File: src/rtl/fxa_pkg.sv
package fxa_pkg;
  typedef enum logic {
    FXA_OP_ADD = 1'b0,
    FXA_OP_SUB = 1'b1
  } fxa_op_e;
endpackage

File: src/rtl/fxa_operand_prep.sv
// Widens both operands by a sign bit and conditions B for the chosen operation.
// Subtraction inverts B and requests a carry-in of 1 (two's complement of B).
module fxa_operand_prep
  import fxa_pkg::*;
#(
  parameter int WIDTH = 16,
  localparam int EXT_W = WIDTH + 1
) (
  input  logic [WIDTH-1:0] a_i,
  input  logic [WIDTH-1:0] b_i,
  input  fxa_op_e          op_i,
  output logic [EXT_W-1:0] a_ext_o,
  output logic [EXT_W-1:0] b_cond_o,
  output logic             cin_o
);
  logic [EXT_W-1:0] b_ext;

  assign a_ext_o = {a_i[WIDTH-1], a_i};
  assign b_ext   = {b_i[WIDTH-1], b_i};

  always_comb begin
    if (op_i == FXA_OP_SUB) begin
      b_cond_o = ~b_ext;
      cin_o    = 1'b1;
    end else begin
      b_cond_o = b_ext;
      cin_o    = 1'b0;
    end
  end
endmodule

File: src/rtl/fxa_prefix_adder.sv
// Parallel-prefix (Kogge-Stone) adder. The carry-in occupies prefix position 0
// and bit k-1 occupies position k. So N positions resolve every carry into bits
// 0..N-1 in clog2(N) levels of the (g,p) combine operator.
module fxa_prefix_adder #(
  parameter int N = 17,
  localparam int LEVELS = $clog2(N)
) (
  input  logic [N-1:0] a_i,
  input  logic [N-1:0] b_i,
  input  logic         cin_i,
  output logic [N-1:0] sum_o
);
  logic [N-1:0]             half_sum;
  logic [LEVELS:0][N-1:0]   gen_l;
  logic [LEVELS:0][N-1:0]   prop_l;
  logic [N-1:0]             carry_in_bit;
  logic                     unused_top_prop;

  assign half_sum = a_i ^ b_i;

  // Level 0: position 0 is the carry-in, a pure generate.
  assign gen_l[0][0]  = cin_i;
  assign prop_l[0][0] = 1'b0;

  generate
    for (genvar k = 1; k < N; k++) begin : g_leaf
      assign gen_l[0][k]  = a_i[k-1] & b_i[k-1];
      assign prop_l[0][k] = half_sum[k-1];
    end

    for (genvar lv = 1; lv <= LEVELS; lv++) begin : g_level
      localparam int DIST = 1 << (lv - 1);
      for (genvar k = 0; k < N; k++) begin : g_node
        if (k >= DIST) begin : g_combine
          assign gen_l[lv][k]  = gen_l[lv-1][k] | (prop_l[lv-1][k] & gen_l[lv-1][k-DIST]);
          assign prop_l[lv][k] = prop_l[lv-1][k] & prop_l[lv-1][k-DIST];
        end else begin : g_pass
          assign gen_l[lv][k]  = gen_l[lv-1][k];
          assign prop_l[lv][k] = prop_l[lv-1][k];
        end
      end
    end
  endgenerate

  // Group generate of positions 0..j is the carry into bit j.
  assign carry_in_bit = gen_l[LEVELS];
  assign sum_o        = half_sum ^ carry_in_bit;

  // The last row of propagate terms has no consumer.
  assign unused_top_prop = ^prop_l[LEVELS];
endmodule

File: src/rtl/fxa_out_stage.sv
// Single result register with valid/ready handshake on both sides.
module fxa_out_stage #(
  parameter int WIDTH = 16
) (
  input  logic             clk,
  input  logic             rst_n,
  input  logic             in_valid,
  output logic             in_ready,
  input  logic [WIDTH-1:0] in_data,
  output logic             out_valid,
  input  logic             out_ready,
  output logic [WIDTH-1:0] out_data
);
  logic take;

  assign in_ready = ~out_valid | out_ready;
  assign take     = in_valid & in_ready;

  always_ff @(posedge clk or negedge rst_n) begin
    if (!rst_n) begin
      out_valid <= 1'b0;
      out_data  <= '0;
    end else begin
      if (take) begin
        out_data <= in_data;
      end
      out_valid <= take | (out_valid & ~out_ready);
    end
  end

  assert_latency_R5: assert property (@(posedge clk) disable iff (!rst_n)
    (in_valid && in_ready) |=> out_valid);

  assert_drain_R5: assert property (@(posedge clk) disable iff (!rst_n)
    (out_valid && out_ready && !in_valid) |=> !out_valid);

  assert_hold_R6: assert property (@(posedge clk) disable iff (!rst_n)
    (out_valid && !out_ready) |=> (out_valid && $stable(out_data)));

  assert_ready_R7: assert property (@(posedge clk) disable iff (!rst_n)
    !out_valid |-> in_ready);
endmodule

File: src/rtl/fxp_addsub.sv
// Signed fixed-point add/subtract. Inputs carry FRAC_W fraction bits and the
// output carries FRAC_W-1 fraction bits (one more integer bit, no wrap).
module fxp_addsub
  import fxa_pkg::*;
#(
  parameter int WIDTH  = 16,
  parameter int FRAC_W = 8
) (
  input  logic             clk,
  input  logic             rst_n,
  input  logic             in_valid,
  output logic             in_ready,
  input  logic [WIDTH-1:0] in_a,
  input  logic [WIDTH-1:0] in_b,
  input  logic             in_sub,
  output logic             out_valid,
  input  logic             out_ready,
  output logic [WIDTH-1:0] out_result
);
  localparam int EXT_W = WIDTH + 1;

  generate
    if (FRAC_W < 1 || FRAC_W >= WIDTH) begin : g_bad_frac
      $error("fxp_addsub: FRAC_W must lie in 1..WIDTH-1");
    end
  endgenerate

  logic [EXT_W-1:0] a_ext;
  logic [EXT_W-1:0] b_cond;
  logic             cin;
  logic [EXT_W-1:0] raw_sum;
  logic [WIDTH-1:0] trimmed;
  fxa_op_e          op_sel;

  assign op_sel = fxa_op_e'(in_sub);

  fxa_operand_prep #(.WIDTH(WIDTH)) u_prep (
    .a_i      (in_a),
    .b_i      (in_b),
    .op_i     (op_sel),
    .a_ext_o  (a_ext),
    .b_cond_o (b_cond),
    .cin_o    (cin)
  );

  fxa_prefix_adder #(.N(EXT_W)) u_adder (
    .a_i   (a_ext),
    .b_i   (b_cond),
    .cin_i (cin),
    .sum_o (raw_sum)
  );

  // Drop the least significant fraction bit; keep the grown integer bit.
  assign trimmed = raw_sum[EXT_W-1:1];

  fxa_out_stage #(.WIDTH(WIDTH)) u_out (
    .clk       (clk),
    .rst_n     (rst_n),
    .in_valid  (in_valid),
    .in_ready  (in_ready),
    .in_data   (trimmed),
    .out_valid (out_valid),
    .out_ready (out_ready),
    .out_data  (out_result)
  );

  // Prefix network agrees with a plain wide sum of the conditioned operands.
  assert_prefix_sum_R1: assert property (@(posedge clk) disable iff (!rst_n)
    raw_sum == EXT_W'(a_ext + b_cond + {{(EXT_W-1){1'b0}}, cin}));

  // Operand conditioning for subtraction: B inverted plus a carry-in of 1.
  assert_sub_negates_R2: assert property (@(posedge clk) disable iff (!rst_n)
    in_sub |-> (cin && ((b_cond ^ {in_b[WIDTH-1], in_b}) == {EXT_W{1'b1}})));

  // Extra integer bit keeps the sign of the exact result: no wrap.
  assert_no_wrap_R3: assert property (@(posedge clk) disable iff (!rst_n)
    (!in_sub && (in_a[WIDTH-1] == in_b[WIDTH-1])) |-> (trimmed[WIDTH-1] == in_a[WIDTH-1]));
endmodule

File: config.mk
export PLATFORM = sky130hd
export DESIGN_NAME = fxp_addsub
export DESIGN_NICKNAME = d
export VERILOG_FILES = /design/src/rtl/fxa_pkg.sv /design/src/rtl/fxa_operand_prep.sv /design/src/rtl/fxa_prefix_adder.sv /design/src/rtl/fxa_out_stage.sv /design/src/rtl/fxp_addsub.sv
export SDC_FILE = /design/constraint.sdc
export NUM_CORES = 1
export LEC_CHECK = 0
export BUFFER_PORTS_ARGS = -buffer_cell sky130_fd_sc_hd__buf_4
export CORE_MARGIN = 1.5
export CORE_UTILIZATION = 51
export CTS_CLUSTER_SIZE = 16
export DETAILED_ROUTE_END_ITERATION = 10
export PLACE_DENSITY = 0.88
export SYNTH_ARGS = -nofsm -noshare
export SYNTH_HDL_FRONTEND = slang
export SYNTH_SLANG_ARGS = --single-unit
File: constraint.sdc
create_clock -name clk -period 1.9 [get_ports clk]
set_clock_uncertainty 0.1 [all_clocks]
set_input_delay 0.095 -clock clk [delete_from_list [all_inputs] [get_ports clk]]
set_output_delay 0.095 -clock clk [all_outputs]
set_load 0.01 [all_outputs]
==> results of run 1 <==
flip-flops by register name, summed over array words and instances (netlist names):
name	count
u_out.out_valid	1
u_out.out_data	16
synth_stat cells (4+ instances only):
library cell  number  share of area
nand2_1           21          0.049
a21o_1             7          0.032
ha_1              16           0.12
a21oi_1           12          0.037
dfrtp_1           17           0.26
nor3_1             5          0.015
o21ai_0            7          0.022
inv_1              4         0.0093
o21ai_1            8          0.025
nor2_1             7          0.016
nand4_1            4          0.015
xor2_1            22           0.12
cell families after synthesis:
logic type | share of synthesized area
muxes | 0.0271
and+or+nand+nor | 0.165
adders and majority gates | 0.124
buffers and inverters | 0.0340
xor gates and xnor gates | 0.135
DFF | 0.263
AOI/OAI and AO/OA | 0.252
how the worst min path moves through the flow:
stage / from / end / slack [ps]
2_1_floorplan: rst_n / u_out.out_data[0] / -300
5_1_grt: out_ready / u_out.out_valid / 30
3_3_place_gp: rst_n / u_out.out_data[0] / -140
4_1_cts: out_ready / u_out.out_valid / 40
3_5_place_dp: rst_n / u_out.out_data[3] / -140
6_report: out_ready / u_out.out_valid / 30
what timing repair did:
action,CTS,global route
hold buffers,2,0
buffers inserted,0,3
hold endpoints to repair,18,0
setup endpoints to repair,0,8
resized for setup,0,19
cells in the final DEF, fill, tap and decap left out, types with 2 or more instances in the layout:
master and count:
xor2_1 21, nand4_1 4, inv_1 4, o21ai_0 5
o21bai_1 3, or2_2 2, nor3_2 2, clkbuf_4 3
nor2_1 6, buf_6 2, o21a_1 2, a21o_1 7
nor3_1 3, o21ai_1 10, dlygate4sd3_1 2, ha_1 16
nand2_1 20, nand2b_1 2, and2_1 2, a21oi_1 10
and3_1 2, a21oi_2 2, dfrtp_1 17, nand3_1 2
buf_4 92, o31ai_1 2, xnor2_1 3
critical path, delay by kind of cell:
family                     cells  cell delay (ps)
and+or+nand+nor                2              260
adders and majority gates      1              330
AOI/OAI and AO/OA              4              850
buffers and inverters          2              270
xor gates and xnor gates       1              150
metal layers:
| layer | part of all wire | vias up | track usage |
|---|---|---|---|
| met3 | 0.047 | 8 | 0.0218 |
| met2 | 0.51 | 70 | 0.425 |
| met1 | 0.43 | 821 | 0.315 |
| met4 | 0.0098 | 0 | 0.0714 |
| met5 | 0 | - | 0 |
| li1 | - | 870 | - |
metrics by stage:
stage	setup slack [ps]	TNS, ps	utilization
after detailed placement	-303	-2460	0.776
after CTS	17.0	0	0.792
after floorplan	-200	-570	-
after global placement	-258	-2030	0.776
after global routing	-23.9	-29.9	0.837
final	43.2	0	0.837
layout make-up:
| type | instances | area, um2 |
|---|---|---|
| clock inverter | 1 | 5.00 |
| sequential | 17 | 425 |
| multi-input combinational | 156 | 1230 |
| tap | 44 | 55.1 |
| clock buffer | 3 | 22.5 |
| fill | 178 | 493 |
| timing repair buffer | 98 | 778 |
| inverter | 4 | 15.0 |
power breakdown:
part / internal (mW) / leakage, nW / switching (mW)
Clock: 0.0783 / 0.0177 / 0.108
Combinational: 0.576 / 1.04 / 0.534
Sequential: 0.457 / 0.206 / 0.0555
==> run_results.csv, run 1 <==
group,metric,value,unit
clock_tree,cts_htree_levels,1,
layout,antennaDiodeCount,0,
drt,drc,0,
die,fp.coreArea,3030,um2
sta,setup_viol,0,
global_routing,track_usage,0.243,
critical_path,crit_chain,"buf_4 -> xor2_1 -> ha_1 -> a21o_1 -> buf_4 -> nand4_1 -> nand3b_1 -> o21a_1 -> o21a_1 -> o31ai_2",
critical_path,worstPathMaxFanout,4,
drt,via_count,1769,
critical_path,end_kind,"flop",
power,leakage,1.27,nW
drt,antenna_left,0,
placed_design,dpl_cell_area,2350,um2
sta,worst_pin_slew,342,ps
critical_path,slowest_stage,"ha_1",
clock_tree,cts_num_sinks,17,
sta,hold_viol,0,
layout,drive_above_1_share,0.437,
synthesis,synth_edf_count,0,
critical_path,cpPeakStageDelay,330,ps
drt,drt_iter0_markers,72,
critical_path,rrSetupSlack,340,ps
min_path,holdPathStages,3,
placed_design,dp.cells,313,
drt,wire_per_inst,14.8,um
synthesis,yosys_warnings,0,
layout,area_growth,56.7,%
clock_tree,cts_buffers,3,
synthesis,synth_cell_types,47,
die,io_pins,55,
die,rows,20,
sta,maxSlewHeadroom,0.771,
global_routing,grt_max_degree,21,
layout,fin_cells,323,
global_routing,antenna_found_initial,0,
sta,finalCriticalPeriod,1860,ps
outcome,run_status,"finished clean",
synthesis,synth_cells,185,
run,maxCapViolations,0,
sta,max_freq,539,MHz
clock_tree,cts_tree,"done",
critical_path,crit-reg2reg-launch,"u_out.out_valid",
drt,via_per_inst,5.48,
critical_path,cp-startpoint,"in_b[4]",
clock_tree,clk_path_buf_depth,2,
synthesis,yosysSeqAreaShare,0.263,
power,power_density,713,nW/um2
power,finalPower,1.81,mW
sta,fin_crit_sh,0.977,
die,dieHeight,59.3,um
critical_path,rr_worst_depth,4,
critical_path,r2r_end,"u_out.out_data[12]",
critical_path,worstSetupPathType,"primary input to flop",
layout,fin_area,2530,um2
min_path,hold_path_class,"primary input to flop",
power,ir_drop,0.000326,V
critical_path,crit_path_end,"u_out.out_data[9]",
synthesis,synth_seq_cells,17,
critical_path,required,2010,ps
clock_tree,insertion_delay,290,ps
synthesis,synth_area,1620,um2
critical_path,arrival,1970,ps
placed_design,gp_congestion,0.817,
sta,drv_slew,0,
drt,drt_first_pass_iters,5,
global_routing,grt_pass1_vias,1605,
placed_design,portBuffers,54,
die,start_util,0.534,
clock_tree,path_clk_slew,100,ps
sta,holdWs,27.8,ps
placed_design,dp_hpwl,3340,um
synthesis,async_flop_share,1.00,
clock_tree,clock-root-buffer,"clkbuf_4",
synthesis,avgSynthCellArea,8.74,um2
die,die_x,59.3,um
synthesis,syn_nets,238,
layout,nets,333,
critical_path,startpoint_type,"primary input",
global_routing,grt-ovfl-total,0,
die,die_area,3520,um2
synthesis,ys.flop_type,"dfrtp_1",
drt,drt-total-wl,4790,um
global_routing,grt_pass1_wl,6740,um
Note: power is estimated with default switching activity, not from simulation.
==> run 2: changes to the inputs <==
RECOVER_POWER = 50   (was default)
==> run_results.csv, run 2 (same netlist as run 1, synthesis figures left out) <==
group,metric,value,unit
outcome,run_status,"finished clean",
power,p_sw_frac,0.393,
layout,top_register,"u_out.out_data",
critical_path,crit_chain,"buf_4 -> xor2_1 -> ha_1 -> a21o_1 -> buf_4 -> nand4_1 -> nand3b_1 -> o21a_1 -> o21a_1 -> o31ai_2",
critical_path,rr_worst_depth,4,
die,die_area,3520,um2
power,leakage,1.24,nW
min_path,holdPathStages,3,
drt,antenna_left,0,
layout,drive_above_1_share,0.409,
sta,maxSlewHeadroom,0.410,
layout,final-seq-area,425,um2
run,maxCapViolations,0,
layout,fin_area,2500,um2
sta,tns,0,ps
drt,drc,0,
critical_path,crit_family,"compound AO/OA/AOI/OAI gates",
critical_path,slowest_stage,"ha_1",
sta,fin_crit_sh,0.972,
power,combPwrFrac,0.608,
drt,via_count,1759,
layout,nets,333,
clock_tree,cts_htree_levels,1,
critical_path,arrival,1960,ps
global_routing,grt_pass1_vias,1605,
sta,setup_viol,0,
drt,drt-total-wl,4820,um
critical_path,cpPeakStageDelay,330,ps
critical_path,worstSetupPathType,"primary input to flop",
sta,setup_slack,52.8,ps
power,finalPower,1.77,mW
clock_tree,insertion_delay,290,ps
layout,final_common_cell,"buf_4",
placed_design,portBuffers,54,
die,rows,20,
placed_design,dp.cells,313,
min_path,hold_path_class,"primary input to flop",
power,power_density,708,nW/um2
placed_design,dp_slack,-303,ps
power,clkPwrFrac,0.104,
global_routing,track_usage,0.243,
layout,fin_cells,323,
power,switchingPower,0.697,mW
global_routing,antenna_found_initial,0,
clock_tree,cts_tree,"done",
placed_design,gp_congestion,0.817,
die,start_util,0.534,
critical_path,worstPathMaxFanout,4,
die,fp.coreArea,3030,um2
critical_path,startpoint_type,"primary input",
die,io_pins,55,
layout,antennaDiodeCount,0,
layout,final_cell_mix,"buf_4, xor2_1, nand2_1",
sta,max_freq,541,MHz
layout,multiInputGateArea,1230,um2
layout,area_growth,54.8,%
placed_design,dpl_cell_area,2350,um2
clock_tree,cts_buffers,3,
critical_path,worst-path-buf-inv,2,
sta,drv_slew,0,
die,die_x,59.3,um
drt,drt_first_pass_iters,4,
sta,finalCriticalPeriod,1850,ps
clock_tree,cts_num_sinks,17,
die,dieHeight,59.3,um
clock_tree,clock-root-buffer,"clkbuf_4",
global_routing,grt-ovfl-total,0,
critical_path,cp.depth,10,
drt,via_per_inst,5.45,
power,ir_drop,0.000325,V
layout,fillers,186,
drt,drt_iter0_markers,90,
critical_path,required,2010,ps
sta,worst_pin_slew,885,ps
layout,top_regs,"u_out.out_data: 16 flops, u_out.out_valid: 1 flops",
clock_tree,clk_path_buf_depth,2,
layout,largest_reg_flops,16,
clock_tree,path_clk_slew,100,ps
power,intPower,1.08,mW
critical_path,end_kind,"flop",
global_routing,grt_max_degree,21,
global_routing,grt_pass1_wl,6740,um
sta,hold_viol,0,
drt,wire_per_inst,14.9,um
placed_design,dp_hpwl,3340,um
power,p_seq_frac,0.288,
==> run 2: changes by cell type in the layout (fill, tap and decap cells not counted), sizes merged <==
cell / change
clkbuf: +8
buf: -8
==> run 2: worst paths after layout <==
check / from / to / slack, ps
worst max-delay path: in_b[4] / u_out.out_data[9] / 50
worst min register to register: u_out.out_data[6] / u_out.out_data[6] / 390
max in group asynchronous: rst_n / u_out.out_data[6] / 820
worst max register to register: u_out.out_valid / u_out.out_data[12] / 330
min in group asynchronous: rst_n / u_out.out_data[4] / 330
worst min-delay path: out_ready / u_out.out_valid / 30
==> run 2: power groups by stage <==
| stage | Clock [mW] | Sequential, mW | Combinational, mW |
|---|---|---|---|
| CTS | 0.184 | 0.513 | 1.01 |
| finish | 0.185 | 0.511 | 1.08 |
| global placement | 0 | 0.513 | 0.968 |
| detailed placement | 0 | 0.518 | 1.00 |
| floorplan | 0 | 0.558 | 0.491 |
| global route | 0.203 | 0.521 | 1.16 |
==> run 2: layer usage <==
layer | global-route usage | wire length (um) | vias to the layer above
met2 | 0.425 | 2480 | 67
li1 | - | - | 868
met5 | 0 | 0 | -
met4 | 0.0714 | 37 | 0
met1 | 0.315 | 2050 | 819
met3 | 0.0218 | 248 | 5
==> run 2: per-stage QoR <==
| step | hold WS (ps) | utilization |
|---|---|---|
| 2_1_floorplan | -301 | - |
| 3_3_place_gp | -139 | 0.776 |
| 3_5_place_dp | -137 | 0.776 |
| 4_1_cts | 38.7 | 0.792 |
| 5_1_grt | 33.7 | 0.827 |
| 6_report | 27.5 | 0.827 |
==> run 2: what timing repair did <==
item,4_1_cts,5_1_grt
endpoints found under the hold margin,18,0
hold buffers,2,0
resized for setup,0,19
setup endpoints to repair,0,8
buffers inserted,0,3
==> run 2: layout make-up <==
type,instances,area share
clock buffer,3,0.00899
sequential,17,0.170
tap,44,0.0220
inverter,4,0.00599
clock inverter,1,0.00200
multi-input combinational,156,0.493
timing repair buffer,98,0.299
==> run 2: tightest hold or removal path, delay by kind of cell <==
family	cells	cell delay, ps
buf+inv	1	70
simple gates	2	220
==> run 3: changes to the inputs <==
ABC_CLOCK_PERIOD_IN_PS = 2200   (was default)
CAP_MARGIN = 40   (was default)
CORE_UTILIZATION = 54   (was 51)
PLACE_DENSITY = 0.92   (was 0.88)
clock period = 2.2 ns   (was 1.9 ns; I/O delays follow)
==> run_results.csv, run 3 (same netlist as run 1, synthesis figures left out) <==
group,metric,value,unit
critical_path,crit_family,"compound AO/OA/AOI/OAI gates",
placed_design,portBuffers,54,
die,rows,19,
critical_path,startpoint_type,"primary input",
clock_tree,cts_num_sinks,17,
layout,top_regs,"u_out.out_data: 16 flops, u_out.out_valid: 1 flops",
sta,max_freq,488,MHz
layout,fillers,216,
layout,nets,310,
clock_tree,insertion_delay,290,ps
die,dieHeight,57.7,um
critical_path,worstSetupPathType,"primary input to flop",
layout,final_common_cell,"buf_4",
drt,drt_iter0_markers,67,
sta,maxSlewHeadroom,0.416,
outcome,run_status,"finished with violations",
run,maxCapViolations,0,
clock_tree,cts_tree,"done",
clock_tree,clock-root-buffer,"clkbuf_4",
power,power_density,627,nW/um2
global_routing,grt-ovfl-total,0,
layout,final-seq-area,425,um2
die,fp.coreArea,2810,um2
layout,area_growth,34.6,%
drt,met2_length,1880,um
sta,finalCriticalPeriod,2050,ps
clock_tree,cts_htree_levels,1,
layout,top_register,"u_out.out_data",
placed_design,dp_hpwl,3190,um
sta,worst_pin_slew,876,ps
drt,antenna_left,0,
die,die_x,57.7,um
clock_tree,cts_buffers,3,
global_routing,grt_max_degree,18,
placed_design,dpl_cell_area,2160,um2
critical_path,end_kind,"flop",
power,ir_drop,0.000306,V
die,die_area,3330,um2
critical_path,cpPeakStageDelay,360,ps
critical_path,arrival,2130,ps
clock_tree,post-cts-setup-buffers,0,
sta,drv_slew,0,
global_routing,grt_pass1_vias,1539,
clock_tree,cts_hold_buf,2,
layout,fin_area,2180,um2
sta,holdWs,47.9,ps
die,io_pins,55,
drt,via_count,1623,
layout,largest_reg_flops,16,
drt,via_per_inst,5.66,
critical_path,worstPathMaxFanout,12,
critical_path,worst-path-buf-inv,1,
layout,drive_above_1_share,0.297,
drt,wire_per_inst,13.2,um
critical_path,required,2280,ps
clock_tree,clk_path_buf_depth,2,
drt,drt_first_pass_iters,7,
drt,wl_met3,195,um
critical_path,crit_chain,"buf_4 -> xor2_1 -> ha_1 -> a21oi_1 -> o21ai_4 -> o21a_4 -> a221oi_2 -> nor4_1 -> or3_1",
sta,rsz0062_at_grt,"false",
outcome,violations,"design-rule violations",
layout,antennaDiodeCount,0,
critical_path,slowest_stage,"or3_1",
sta,fin_crit_sh,0.931,
layout,multiInputGateArea,1140,um2
global_routing,track_usage,0.245,
global_routing,grt_pass1_wl,6500,um
placed_design,gp_congestion,0.824,
drt,top_layer_used,"met4",
sta,hold_viol,0,
power,leakage,1.09,nW
sta,setup_viol,0,
drt,drc,12,
clock_tree,cts_resized,0,
drt,wl_met1,1670,um
drt,drt-total-wl,3780,um
clock_tree,path_clk_slew,100,ps
global_routing,antenna_found_initial,0,
layout,final_cell_mix,"buf_4, xor2_1, nand2_1",
die,start_util,0.577,
min_path,hold_path_class,"primary input to flop",
[run 3: changes by cell type in the layout (fill, tap and decap cells not counted), sizes merged]
| cell | previous run | this run |
|---|---|---|
| buf | 87 | 64 |
[run 3: final cells by class]
type | count | share of cell area
timing repair buffer | 75 | 0.245
clock inverter | 1 | 0.00230
tap | 31 | 0.0178
clock buffer | 3 | 0.0103
inverter | 4 | 0.00689
sequential | 17 | 0.195
multi-input combinational | 156 | 0.522
[run 3: through the flow]
step                       util  TNS, ps  setup slack (ps)  total power [mW]  cells
after CTS                 0.789        0               175              1.39    287
after global routing      0.777        0              59.7              1.47    287
after floorplan               -        0              6.48             0.886    185
after global placement    0.772    -35.2             -35.2              1.20    281
final                     0.777        0               152              1.37    287
after detailed placement  0.772     -284              -151              1.23    281
[run 3: path summary, 6_finish.rpt]
check | start | to | slack [ps] | cells past startpoint
hold reg to reg | u_out.out_data[0] | u_out.out_data[0] | 390 | 2
setup reg to reg | u_out.out_valid | u_out.out_data[12] | 630 | 4
hold / removal | out_ready | u_out.out_valid | 50 | 3
min in group asynchronous | rst_n | u_out.out_data[4] | 350 | 2
setup / recovery | in_sub | u_out.out_data[12] | 150 | 9
max in group asynchronous | rst_n | u_out.out_data[8] | 1120 | 2
[run 3: worst register-to-register path, cell delays in order (launching register included)]
cell and delay [ps]:
dfrtp_1 390, nand2b_1 130, nand2_1 310, nor4_1 420, or3_1 170
[run 3: metal layers]
layer	vias to the layer above	track usage
met1	730	0.326
met4	0	0.0698
met2	68	0.430
met3	5	0.0156
met5	-	0
li1	820	-
[run 3: where the power goes]
| group | total, mW | internal [mW] | switching [mW] |
|---|---|---|---|
| registers | 0.437 | 0.394 | 0.0426 |
| logic | 0.765 | 0.373 | 0.392 |
| clock network | 0.165 | 0.0677 | 0.0969 |
| total | 1.37 | 0.835 | 0.531 |
